**src/rtl/adc_seq_pkg.sv**
```systemverilog
package adc_seq_pkg;
  localparam int SETUP_TICKS = 6;
  localparam int BASE_TICKS  = 25;

  typedef enum logic [1:0] {PH_IDLE, PH_SETUP, PH_SAMPLE, PH_CONV} phase_e;

  // sampling window length in converter ticks
  function automatic logic [4:0] lsa_ticks(input logic long_en, input logic [1:0] sel);
    return long_en ? (5'd13 + {1'b0, sel, 2'b00}) : (5'd3 + {2'b00, sel, 1'b0});
  endfunction
endpackage

```
**src/rtl/adc_clk_div.sv**
```systemverilog
module adc_clk_div #(
  parameter int DIV_LOG2_MAX = 4,
  localparam int DIV_W = $clog2(DIV_LOG2_MAX + 1)
) (
  input  logic             clk_i,
  input  logic             rst_ni,
  input  logic             clr_i,
  input  logic             run_i,
  input  logic [DIV_W-1:0] div_log2_i,
  output logic             tick_o
);
  logic [DIV_LOG2_MAX-1:0] cnt_q;
  logic [DIV_LOG2_MAX:0]   lim;

  assign lim    = ({{DIV_LOG2_MAX{1'b0}}, 1'b1} << div_log2_i) - 1'b1;
  assign tick_o = run_i && ({1'b0, cnt_q} == lim);

  always_ff @(posedge clk_i or negedge rst_ni) begin
    if (!rst_ni)                          cnt_q <= '0;
    else if (clr_i || tick_o || !run_i)   cnt_q <= '0;
    else                                  cnt_q <= cnt_q + 1'b1;
  end

  a_r5_tick_spacing: assert property (@(posedge clk_i) disable iff (!rst_ni)
    tick_o && (div_log2_i != '0) && !clr_i |=> !tick_o);
endmodule

```
**src/rtl/adc_phase_ctrl.sv**
```systemverilog
module adc_phase_ctrl import adc_seq_pkg::*; #(
  parameter int AVG_LOG2_MAX = 5,
  localparam int NAV_W = $clog2(AVG_LOG2_MAX + 1)
) (
  input  logic                    clk_i,
  input  logic                    rst_ni,
  input  logic                    start_i,
  input  logic                    stop_i,
  input  logic                    tick_i,
  input  logic                    cont_i,
  input  logic [4:0]              lsa_i,
  input  logic [NAV_W-1:0]        navg_log2_i,
  output logic                    busy_o,
  output logic                    core_start_o,
  output logic                    core_sample_o,
  output logic                    capture_o,
  output logic                    last_o
);
  phase_e                  ph_q;
  logic [4:0]              cnt_q;
  logic [AVG_LOG2_MAX-1:0] idx_q;
  logic [AVG_LOG2_MAX-1:0] idx_last;
  logic                    hold;
  logic                    setup_end;
  logic                    strobe_d;

  assign hold      = start_i || stop_i;
  assign idx_last  = ~({AVG_LOG2_MAX{1'b1}} << navg_log2_i);
  assign setup_end = tick_i && (ph_q == PH_SETUP) && (cnt_q == 5'(SETUP_TICKS - 1));
  assign capture_o = !hold && tick_i && (ph_q == PH_CONV) && (cnt_q == 5'(BASE_TICKS - 1));
  assign last_o    = capture_o && (idx_q == idx_last);
  assign strobe_d  = !hold && (setup_end || (capture_o && !last_o));

  always_ff @(posedge clk_i or negedge rst_ni) begin
    if (!rst_ni) begin
      ph_q <= PH_IDLE; cnt_q <= '0; idx_q <= '0;
    end else if (start_i) begin
      ph_q <= PH_SETUP; cnt_q <= '0; idx_q <= '0;
    end else if (stop_i) begin
      ph_q <= PH_IDLE; cnt_q <= '0; idx_q <= '0;
    end else if (tick_i) begin
      unique case (ph_q)
        PH_SETUP: begin
          if (setup_end) begin ph_q <= PH_SAMPLE; cnt_q <= '0; end
          else cnt_q <= cnt_q + 1'b1;
        end
        PH_SAMPLE: begin
          if (cnt_q == lsa_i - 5'd1) begin ph_q <= PH_CONV; cnt_q <= '0; end
          else cnt_q <= cnt_q + 1'b1;
        end
        PH_CONV: begin
          if (capture_o) begin
            cnt_q <= '0;
            if (last_o) begin
              idx_q <= '0;
              ph_q  <= cont_i ? PH_SETUP : PH_IDLE;
            end else begin
              idx_q <= idx_q + 1'b1;
              ph_q  <= PH_SAMPLE;
            end
          end else cnt_q <= cnt_q + 1'b1;
        end
        default: ;
      endcase
    end
  end

  always_ff @(posedge clk_i or negedge rst_ni) begin
    if (!rst_ni) core_start_o <= 1'b0;
    else         core_start_o <= strobe_d;
  end

  assign busy_o        = (ph_q != PH_IDLE);
  assign core_sample_o = (ph_q == PH_SAMPLE);

  a_r10_start_pulse: assert property (@(posedge clk_i) disable iff (!rst_ni)
    core_start_o |=> !core_start_o);
  a_r10_sample_busy: assert property (@(posedge clk_i) disable iff (!rst_ni)
    core_sample_o |-> busy_o);
  a_r7_stop_idles: assert property (@(posedge clk_i) disable iff (!rst_ni)
    stop_i && !start_i |=> !busy_o && !core_sample_o);
endmodule

```
**src/rtl/adc_avg_acc.sv**
```systemverilog
module adc_avg_acc #(
  parameter int RES_W        = 12,
  parameter int AVG_LOG2_MAX = 5,
  localparam int ACC_W = RES_W + AVG_LOG2_MAX,
  localparam int NAV_W = $clog2(AVG_LOG2_MAX + 1)
) (
  input  logic             clk_i,
  input  logic             rst_ni,
  input  logic             clr_i,
  input  logic             capture_i,
  input  logic             last_i,
  input  logic [RES_W-1:0] data_i,
  input  logic [NAV_W-1:0] navg_log2_i,
  output logic [RES_W-1:0] avg_o
);
  logic [ACC_W-1:0] acc_q;
  logic [ACC_W-1:0] sum_w;

  assign sum_w = acc_q + ACC_W'(data_i);
  assign avg_o = RES_W'(sum_w >> navg_log2_i);

  always_ff @(posedge clk_i or negedge rst_ni) begin
    if (!rst_ni)        acc_q <= '0;
    else if (clr_i)     acc_q <= '0;
    else if (capture_i) acc_q <= last_i ? '0 : sum_w;
  end

  a_r4_no_wrap: assert property (@(posedge clk_i) disable iff (!rst_ni)
    capture_i && !last_i && !clr_i |=> acc_q >= $past(acc_q));
endmodule

```
**src/rtl/adc_seq_top.sv**
```systemverilog
module adc_seq_top import adc_seq_pkg::*; #(
  parameter int CH_W         = 5,
  parameter int RES_W        = 12,
  parameter int AVG_LOG2_MAX = 5,
  parameter int DIV_LOG2_MAX = 4
) (
  input  logic             clk_i,
  input  logic             rst_ni,
  input  logic             chan_wr_i,
  input  logic [CH_W-1:0]  chan_i,
  input  logic             cont_i,
  input  logic [1:0]       res_mode_i,
  input  logic [1:0]       clk_div_i,
  input  logic             half_src_i,
  input  logic             long_en_i,
  input  logic [1:0]       long_sel_i,
  input  logic             avg_en_i,
  input  logic [1:0]       avg_sel_i,
  input  logic             ovw_en_i,
  input  logic             read_i,
  input  logic [RES_W-1:0] core_data_i,
  output logic             core_start_o,
  output logic             core_sample_o,
  output logic [CH_W-1:0]  core_chan_o,
  output logic             busy_o,
  output logic             done_o,
  output logic             valid_o,
  output logic [RES_W-1:0] result_o
);
  localparam int DIV_W = $clog2(DIV_LOG2_MAX + 1);
  localparam int NAV_W = $clog2(AVG_LOG2_MAX + 1);

  logic             start_w, stop_w, tick_w, capture_w, last_w, store_w;
  logic [CH_W-1:0]  chan_q;
  logic [DIV_W-1:0] div_q;
  logic [4:0]       lsa_q;
  logic [NAV_W-1:0] navg_q;
  logic [1:0]       res_q;
  logic             cont_q;
  logic [RES_W-1:0] res_mask, data_m, avg_w;

  assign start_w = chan_wr_i && (chan_i != '1);
  assign stop_w  = chan_wr_i && (chan_i == '1);

  // configuration is frozen for the whole sequence
  always_ff @(posedge clk_i or negedge rst_ni) begin
    if (!rst_ni) begin
      chan_q <= '0; div_q <= '0; lsa_q <= 5'd3; navg_q <= '0; res_q <= '0; cont_q <= 1'b0;
    end else if (start_w) begin
      chan_q <= chan_i;
      div_q  <= DIV_W'(clk_div_i) + DIV_W'(half_src_i);
      lsa_q  <= lsa_ticks(long_en_i, long_sel_i);
      navg_q <= avg_en_i ? (NAV_W'(avg_sel_i) + NAV_W'(2)) : '0;
      res_q  <= res_mode_i;
      cont_q <= cont_i;
    end
  end

  always_comb begin
    unique case (res_q)
      2'd0:    res_mask = RES_W'(8'hFF);
      2'd1:    res_mask = RES_W'(10'h3FF);
      default: res_mask = '1;
    endcase
  end
  assign data_m = core_data_i & res_mask;

  adc_clk_div #(.DIV_LOG2_MAX(DIV_LOG2_MAX)) u_div (
    .clk_i, .rst_ni, .clr_i(start_w), .run_i(busy_o),
    .div_log2_i(div_q), .tick_o(tick_w)
  );

  adc_phase_ctrl #(.AVG_LOG2_MAX(AVG_LOG2_MAX)) u_phase (
    .clk_i, .rst_ni, .start_i(start_w), .stop_i(stop_w), .tick_i(tick_w),
    .cont_i(cont_q), .lsa_i(lsa_q), .navg_log2_i(navg_q), .busy_o,
    .core_start_o, .core_sample_o, .capture_o(capture_w), .last_o(last_w)
  );

  adc_avg_acc #(.RES_W(RES_W), .AVG_LOG2_MAX(AVG_LOG2_MAX)) u_acc (
    .clk_i, .rst_ni, .clr_i(start_w), .capture_i(capture_w), .last_i(last_w),
    .data_i(data_m), .navg_log2_i(navg_q), .avg_o(avg_w)
  );

  assign store_w = last_w && (!valid_o || ovw_en_i || read_i);

  always_ff @(posedge clk_i or negedge rst_ni) begin
    if (!rst_ni) begin
      result_o <= '0; valid_o <= 1'b0; done_o <= 1'b0;
    end else begin
      done_o <= store_w;
      if (store_w) begin
        result_o <= avg_w;
        valid_o  <= 1'b1;
      end else if (read_i) begin
        valid_o  <= 1'b0;
      end
    end
  end

  assign core_chan_o = chan_q;

  a_r9_keep_unread: assert property (@(posedge clk_i) disable iff (!rst_ni)
    valid_o && !ovw_en_i && !read_i |=> $stable(result_o) && !done_o);
  a_r6_res_mask: assert property (@(posedge clk_i) disable iff (!rst_ni)
    done_o |-> (result_o & ~res_mask) == '0);
  a_r2_done_with_valid: assert property (@(posedge clk_i) disable iff (!rst_ni)
    done_o |-> valid_o);
endmodule

```
**config.mk**
```make
export PLATFORM = sky130hd
export DESIGN_NAME = adc_seq_top
export DESIGN_NICKNAME = d
export VERILOG_FILES = /design/src/rtl/adc_seq_pkg.sv /design/src/rtl/adc_clk_div.sv /design/src/rtl/adc_phase_ctrl.sv /design/src/rtl/adc_avg_acc.sv /design/src/rtl/adc_seq_top.sv
export SDC_FILE = /design/constraint.sdc
export NUM_CORES = 1
export LEC_CHECK = 0
export ABC_CLOCK_PERIOD_IN_PS = 5300
export CAP_MARGIN = 15
export CORE_AREA = 5 5 129 131
export CTS_BUF_LIST = sky130_fd_sc_hd__clkbuf_4
export DETAILED_ROUTE_END_ITERATION = 7
export DIE_AREA = 0 0 134 136
export PLACE_DENSITY = 0.57
export SETUP_SLACK_MARGIN = 0.1
export SLEW_MARGIN = 20
export SYNTH_ARGS = -nofsm -noshare
export SYNTH_HDL_FRONTEND = slang
export SYNTH_SLANG_ARGS = --single-unit
```
**constraint.sdc**
```tcl
create_clock -name clk_i -period 5.3 [get_ports clk_i]
set_clock_uncertainty 0.05 [all_clocks]
set_input_delay 1.06 -clock clk_i [delete_from_list [all_inputs] [get_ports clk_i]]
set_output_delay 1.06 -clock clk_i [all_outputs]
set_load 0.03 [all_outputs]
```
==> reports/qor.txt, run 1 <==
YOSYS
-----------------------------------------------------------------------------------------------------
Mux contribution to synthesized area                                                            12.5%
Sequential element share of the synthesized area                                                36.9%
Post-synthesis share of cell area spent on full adders, half adders and majority gates          6.31%
Area fraction in compound gates after synthesis                                                 18.8%
Syn Inst Count                                                                                    462
Share of the synthesized area in the top cell type                                              36.3%
Most used DFF post-synth                                                                 sky130_fd_sc_hd__dfrtp_1
Synthesized area per cell                                                                    9.70 um2
Number of nets produced by synthesis                                                              518
Simple-gate portion of the synthesized area                                                     17.2%
Area share of xor/xnor cells in the synthesized design                                          4.86%
Number of warnings reported in the yosys synthesis log                                              0
Number of register bits inferred by synthesis                                                      66
Largest cells by area after synthesis                                                    sky130_fd_sc_hd__dfrtp_1, sky130_fd_sc_hd__ha_1, sky130_fd_sc_hd__mux2_2
Number of synthesized flops with an enable pin                                                      0
Fraction of registers with async set or reset after synthesis                                    100%
Number of distinct library cells after synthesis                                                   71
Dominant combinational cell family by area after synthesis                               compound AO/OA/AOI/OAI gates
Cell type with the highest aggregate area in the netlist                                 sky130_fd_sc_hd__dfrtp_1
Combined area of all synthesized cells                                                       4480 um2

FLOORPLAN
-----------------------------------------------------------------------------------------------------
Floorplan die area                                                                          18200 um2
Core Region                                                                                 15500 um2
Starting density of the core                                                                    28.9%
Horizontal die dimension                                                                       134 um
Row count                                                                                          46
I/O Pins                                                                                           56
Height of the die                                                                              136 um

CLOCKING
-----------------------------------------------------------------------------------------------------
CTS H-tree lvls                                                                                     3
Clock transition at path regs                                                                 0.10 ns
CTS Buffer Depth                                                                                    2
Resized cells post-CTS                                                                              0
Number of CTS-inserted buffers                                                                      9
Clock tree from TritonCTS                                                                        done
Insertion delay of the later-clocked pin in the worst-skew pair                               0.45 ns
TritonCTS sink count                                                                               66
Post-CTS setup buffer count                                                                         0
Buffer type at the clock tree root                                                       sky130_fd_sc_hd__clkbuf_4
Count of hold buffers inserted by post-cts repair                                                   0

SETUP PATH
-----------------------------------------------------------------------------------------------------
Cell with the biggest individual delay on the critical path                              sky130_fd_sc_hd__mux4_1
Worst path top cell family by delay                                                      multiplexers
Crit path buffers/inverters                                                                         1
Logic depth of the worst register-to-register path                                                 10
Setup slack of the worst register-to-register path                                            1.97 ns
Critical Path Fanout Max                                                                            5
Critical path capture point type                                                            flip-flop
Crit start category                                                                        input port
Startpoint of the most critical register-to-register path                                u_acc.acc_q[0]
Critical path required time                                                                   5.57 ns
Worst path cell trace                                                                    clkdlybuf4s50_1, ha_1, fa_1, a211oi_2, o21ai_2, o311ai_4, and2_1, xnor2_1, mux2_2, mux4_1, mux2_4
Crit path arrival time                                                                        4.25 ns
Type of the worst setup path                                                             input port to flip-flop
R2R Path End                                                                             result_o[10]
Largest stage delay on the critical path                                                      0.48 ns

DETAILED ROUTING
-----------------------------------------------------------------------------------------------------
Number of routed nets with antenna violations                                                       0
Via count                                                                                        3709
DRC violations left                                                                                 0
Router iterations before antenna repair                                                             4
DRC marker count from the first detailed-route iteration                                          217
Drt wl/cell                                                                                   15.6 um
Post-DR vias/cell                                                                                5.28
Detailed-route wire length                                                                    11.0 mm

GRT
-----------------------------------------------------------------------------------------------------
All-Layer GR Usage                                                                              12.6%
Largest net degree at the start of global routing                                                  41
Number of antenna violations at the first check in global routing                                   0
Vias in the first global route                                                                   3745
Total congestion overflow                                                                           0
Global-route wire length before repair                                                        18.5 mm

PLACED DESIGN
-----------------------------------------------------------------------------------------------------
IO Port Bufs                                                                                       55
Final GP Congestion                                                                             0.828
Detail Placement HPWL                                                                         8.21 mm

STA
-----------------------------------------------------------------------------------------------------
Maximum clock rate                                                                            251 MHz
Setup repair after global routing missed its margin                                                no
Max-slew violation count                                                                            0
Period utilisation layout                                                                       75.1%
Least-Margin Pin Slew                                                                        0.744 ns
# setup viols final                                                                                 0
Relative slew slack                                                                             50.4%
Sum of negative setup slack                                                                      0 ns
Number of hold violations in the final report                                                       0
Final critical path time including I/O delays and setup                                       3.98 ns

POWER
-----------------------------------------------------------------------------------------------------
Power Density                                                                              217 nW/um2
Part of the total power dissipated in combinational logic                                       18.5%
LEAKAGE                                                                                       2.25 nW
Switching Fraction                                                                              29.0%
Clock power share                                                                               34.2%
Worst IR Drop VDD                                                                             87.2 uV
Post-layout total power                                                                       1.16 mW
Net switching power                                                                          0.336 mW
Seq pwr share                                                                                   47.3%
Cell internal pwr                                                                            0.822 mW

LAYOUT
-----------------------------------------------------------------------------------------------------
Most common cell after layout, fill and taps aside                                       sky130_fd_sc_hd__dfrtp_1
Share of cells above drive strength 1                                                           12.9%
Count of antenna diodes in the layout                                                               0
Final layout net count                                                                            561
FILL cells                                                                                       1565
Area growth, synth to finish                                                                    19.3%
Commonest cells after routing, fill and taps aside                                       sky130_fd_sc_hd__dfrtp_1, sky130_fd_sc_hd__clkdlybuf4s50_1, sky130_fd_sc_hd__nand2_1

MIN PATH
-----------------------------------------------------------------------------------------------------
Worst hold path endpoint                                                                 u_acc.acc_q[11]
Type of the worst min-delay path                                                         flip-flop to flip-flop
Start point of the worst min-delay path                                                  u_acc.acc_q[11]
Hold Path Cell Cnt                                                                                  2

RUN STATUS
-----------------------------------------------------------------------------------------------------
Status                                                                                   complete, no violations

JOB
-----------------------------------------------------------------------------------------------------
Max_cap viols                                                                                       0

worst max path at each step:
stage | from | endpoint | cells after the start
detailed placement | core_data_i[0] | result_o[10] | 11
CTS | core_data_i[0] | result_o[10] | 11
finish | core_data_i[0] | result_o[10] | 11
global placement | core_data_i[0] | result_o[10] | 11
floorplan | core_data_i[0] | result_o[10] | 11
global route | core_data_i[0] | result_o[10] | 11
cells by family (layout without fill, tap and decap cells):
logic type,after synthesis,count (layout)
fa+ha+maj,22,22
xor+xnor,24,24
buf+inv,36,84
flops,66,66
compound gates,122,122
mux,38,38
simple gates,154,154
cell usage after synthesis (9+ instances only):
library cell               count
sky130_fd_sc_hd__dfrtp_1      65
sky130_fd_sc_hd__nand2_1      47
sky130_fd_sc_hd__nor2_1       28
sky130_fd_sc_hd__a21oi_1      27
sky130_fd_sc_hd__o21ai_0      22
sky130_fd_sc_hd__clkbuf_1     21
sky130_fd_sc_hd__ha_1         21
sky130_fd_sc_hd__mux2_2       19
sky130_fd_sc_hd__nand3_1      19
sky130_fd_sc_hd__a22o_1       13
sky130_fd_sc_hd__xnor2_1      12
sky130_fd_sc_hd__xor2_1       11
sky130_fd_sc_hd__mux4_2        9
layout make-up:
cell class	count	area (um2)	share of cell area (%)
Clock inverter	6	91.3	1.71
Multi-Input combinational cell	360	2680	50.1
Inverter	10	37.5	0.702
Timing Repair Buffer	58	568	10.6
Tap cell	192	240	4.49
Sequential cell	66	1650	30.9
Clock buffer	10	75.1	1.40
worst reg2reg max path: stages (launching register included):
cell and delay (ns):
sky130_fd_sc_hd__dfrtp_1 0.40, sky130_fd_sc_hd__ha_1 0.23, sky130_fd_sc_hd__fa_1 0.45, sky130_fd_sc_hd__a211oi_2 0.23
sky130_fd_sc_hd__o21ai_2 0.14, sky130_fd_sc_hd__o311ai_4 0.27, sky130_fd_sc_hd__and2_1 0.28, sky130_fd_sc_hd__xnor2_1 0.11
sky130_fd_sc_hd__mux2_2 0.31, sky130_fd_sc_hd__mux4_1 0.48, sky130_fd_sc_hd__mux2_4 0.27
stage by stage:
| step | std cells | hold WS, ns | utilization, % | setup slack [ns] | cell area [um2] |
|---|---|---|---|---|---|
| after floorplan | 462 | 0.406 | - | 1.52 | 4480 |
| after global placement | 686 | 0.422 | 33.4 | 0.936 | 5180 |
| after detailed placement | 686 | 0.441 | 33.4 | 0.882 | 5180 |
| after CTS | 702 | 0.471 | 34.5 | 1.36 | 5350 |
| after global routing | 702 | 0.500 | 34.5 | 1.19 | 5350 |
| final | 702 | 0.458 | 34.5 | 1.32 | 5350 |
metal layers:
layer	GRT usage, %	routed length (um)
met1	16.4	5150
met2	20.5	5210
met3	2.44	370
met4	5.03	229
met5	0	0
state kept, by name, summed over array words and instances, names as in the netlist:
register,flops
done_o,1
core_chan_o,5
valid_o,1
navg_q,3
u_phase.core_start_o,1
u_div.cnt_q,4
result_o,12
u_phase.ph_q,2
res_q,2
u_phase.idx_q,5
div_q,3
lsa_q,4
u_acc.acc_q,17
cont_q,1
u_phase.cnt_q,5
power groups by stage:
stage | Combinational [mW] | Clock (mW) | Sequential, mW
final | 0.214 | 0.396 | 0.547
after floorplan | 0.138 | 0 | 0.551
after global routing | 0.237 | 0.434 | 0.552
after CTS | 0.217 | 0.415 | 0.547
after detailed placement | 0.216 | 0 | 0.557
after global placement | 0.211 | 0 | 0.555
Note: power is estimated with default switching activity, not from simulation.
==> inputs of run 2 (changes only) <==
--- a/config.mk
+++ b/config.mk
@@ -5,13 +5,13 @@
 export SDC_FILE = /design/constraint.sdc
 export NUM_CORES = 1
 export LEC_CHECK = 0
-export ABC_CLOCK_PERIOD_IN_PS = 5300
+export ABC_CLOCK_PERIOD_IN_PS = 3300
 export CAP_MARGIN = 15
 export CORE_AREA = 5 5 129 131
 export CTS_BUF_LIST = sky130_fd_sc_hd__clkbuf_4
 export DETAILED_ROUTE_END_ITERATION = 7
 export DIE_AREA = 0 0 134 136
-export PLACE_DENSITY = 0.57
+export PLACE_DENSITY = 0.58
 export SETUP_SLACK_MARGIN = 0.1
 export SLEW_MARGIN = 20
 export SYNTH_ARGS = -nofsm -noshare
==> constraint.sdc (replaced) <==
create_clock -name clk_i -period 3.3 [get_ports clk_i]
set_clock_uncertainty 0.05 [all_clocks]
set_input_delay 0.66 -clock clk_i [delete_from_list [all_inputs] [get_ports clk_i]]
set_output_delay 0.66 -clock clk_i [all_outputs]
set_load 0.03 [all_outputs]
==> reports/qor.txt, run 2 (same netlist as run 1, synthesis figures left out) <==
RUN STATUS
----------------------------------------------------------------------------------
Status                                                                complete, no violations

GRT
----------------------------------------------------------------------------------
Vias in the first global route                                                4059
All-Layer GR Usage                                                           13.6%
Global-route wire length before repair                                     20.0 mm
Total congestion overflow                                                        0
Number of antenna violations at the first check in global routing                0
Largest net degree at the start of global routing                               67

JOB
----------------------------------------------------------------------------------
Max_cap viols                                                                    0

CLOCKING
----------------------------------------------------------------------------------
Clock transition at path regs                                              0.12 ns
CTS Buffer Depth                                                                 2
TritonCTS sink count                                                            66
Clock tree from TritonCTS                                                     done
Buffer type at the clock tree root                                    sky130_fd_sc_hd__clkbuf_4
Number of CTS-inserted buffers                                                   9
Count of hold buffers inserted by post-cts repair                                0
Insertion delay of the later-clocked pin in the worst-skew pair            0.44 ns
CTS H-tree lvls                                                                  3

POWER
----------------------------------------------------------------------------------
Worst IR Drop VDD                                                           245 uV
LEAKAGE                                                                    2.53 nW
Post-layout total power                                                    1.89 mW
Power Density                                                           326 nW/um2

SETUP PATH
----------------------------------------------------------------------------------
Crit path arrival time                                                     3.46 ns
Type of the worst setup path                                          input port to flip-flop
Critical Path Fanout Max                                                         5
R2R Path End                                                          result_o[10]
Startpoint of the most critical register-to-register path             u_acc.acc_q[0]
Setup slack of the worst register-to-register path                         0.24 ns
Critical path required time                                                3.59 ns
Critical path capture point type                                         flip-flop
Logic depth of the worst register-to-register path                              10
Crit start category                                                     input port

FLOORPLAN
----------------------------------------------------------------------------------
Floorplan die area                                                       18200 um2
I/O Pins                                                                        56
Height of the die                                                           136 um
Row count                                                                       46
Starting density of the core                                                 28.9%
Horizontal die dimension                                                    134 um
Core Region                                                              15500 um2

LAYOUT
----------------------------------------------------------------------------------
Largest register by flop count                                         u_acc.acc_q
Non-filler cells, final                                                        757
Commonest cells after routing, fill and taps aside                    sky130_fd_sc_hd__dfrtp_1, sky130_fd_sc_hd__buf_4, sky130_fd_sc_hd__clkdlybuf4s50_1
Share of cells above drive strength 1                                        22.8%
Most common cell after layout, fill and taps aside                    sky130_fd_sc_hd__dfrtp_1
Flip-flop count of the largest register, all copies and words added             17
Largest registers in the final layout                                 u_acc.acc_q (17), result_o (12)
FILL cells                                                                    1574
Count of antenna diodes in the layout                                            0
Area growth, synth to finish                                                 29.7%
Total non-filler cell area in the finished layout                         5810 um2
Final layout net count                                                         616

DETAILED ROUTING
----------------------------------------------------------------------------------
Via count                                                                     3925
Detailed-route wire length                                                 11.7 mm
Post-DR vias/cell                                                             5.18
Router iterations before antenna repair                                          5
DRC marker count from the first detailed-route iteration                       277
DRC violations left                                                              0
Number of routed nets with antenna violations                                    0
Drt wl/cell                                                                15.4 um

PLACED DESIGN
----------------------------------------------------------------------------------
Post-DP Area                                                              5590 um2
IO Port Bufs                                                                    55
Detail Placement HPWL                                                      8.78 mm
Cell count after placement                                                     738
Worst setup slack after placement                                        -0.439 ns
Final GP Congestion                                                          0.870

STA
----------------------------------------------------------------------------------
Max-slew violation count                                                         0
Least-Margin Pin Slew                                                     0.877 ns
Crit path setup slack, layout                                             0.132 ns
Setup repair after global routing missed its margin                             no
Final critical path time including I/O delays and setup                    3.17 ns
Relative slew slack                                                          41.5%
Period utilisation layout                                                    96.0%
Maximum clock rate                                                         316 MHz
Number of hold violations in the final report                                    0
# setup viols final                                                              0
Post-Route Hold Slack                                                     0.358 ns

MIN PATH
----------------------------------------------------------------------------------
Type of the worst min-delay path                                      input port to asynchronous set/reset pin

==> run 2: cell count changes in the layout (fill, tap and decap cells not counted), moves of 2 or more <==
cell and delta:
sky130_fd_sc_hd__a21oi_1 -3, sky130_fd_sc_hd__a21oi_2 +2, sky130_fd_sc_hd__buf_4 +55, sky130_fd_sc_hd__clkdlybuf4s50_1 -2
sky130_fd_sc_hd__clkinv_4 -2, sky130_fd_sc_hd__dlygate4sd2_1 +2, sky130_fd_sc_hd__ha_1 -2, sky130_fd_sc_hd__ha_4 +2
==> run 2: cell type report <==
cell class                 count  area [um2]  area share, %
clock buffer                  11        82.6           1.42
tap                          192         240           4.14
timing repair buffer         113         978           16.8
multi-input combinational    360        2740           47.1
sequential                    66        1650           28.5
inverter                      10        37.5          0.646
clock inverter                 5        78.8           1.36
==> run 2: what timing repair did <==
| action | 4_1_cts | 5_1_grt |
|---|---|---|
| endpoints found under the setup margin | 1 | 5 |
| pin swaps | 3 | 3 |
| hold endpoints to repair | 0 | 0 |
| setup buffers | 1 | 2 |
| resized for setup | 3 | 6 |
==> run 2: worst max path at each step <==
stage / from / endpoint / slack [ns]
after floorplan: core_data_i[0] / result_o[10] / 0.09
final: core_data_i[8] / result_o[10] / 0.13
after global routing: core_data_i[2] / result_o[6] / 0.11
after CTS: core_data_i[10] / result_o[10] / 0.15
after detailed placement: core_data_i[0] / result_o[10] / -0.44
after global placement: core_data_i[0] / result_o[10] / -0.40
==> run 2: worst max-delay path: stages <==
cell,delay (ns)
sky130_fd_sc_hd__clkdlybuf4s50_1,0.41
sky130_fd_sc_hd__o21a_1,0.12
sky130_fd_sc_hd__ha_1,0.35
sky130_fd_sc_hd__and4_1,0.23
sky130_fd_sc_hd__nand2_1,0.08
sky130_fd_sc_hd__or3_4,0.38
sky130_fd_sc_hd__a21oi_4,0.17
sky130_fd_sc_hd__and3_1,0.20
sky130_fd_sc_hd__a211oi_1,0.09
sky130_fd_sc_hd__mux4_1,0.52
sky130_fd_sc_hd__mux2_4,0.26
==> run 2: report_power, final <==
part | switching, mW | leakage (nW) | internal (mW)
Sequential | 0.0315 | 0.884 | 0.838
Combinational | 0.198 | 1.55 | 0.194
Clock | 0.310 | 0.0908 | 0.323
Total | 0.539 | 2.53 | 1.36
==> run 2: metal layers <==
layer	part of all wire [%]	routed length, um	track usage [%]	vias up
li1	-	-	-	1897
met1	44	5120	16.4	1910
met2	49	5760	23.1	104
met3	5.2	610	4.15	14
met4	1.5	177	4.46	0
met5	0	0	0	-
==> run 2: per-stage QoR <==
step	TNS, ns	utilization [%]
final	0	37.5
after floorplan	0	-
after global routing	0	37.5
after detailed placement	-3.01	36.1
after global placement	-2.53	36.1
after CTS	0	37.2
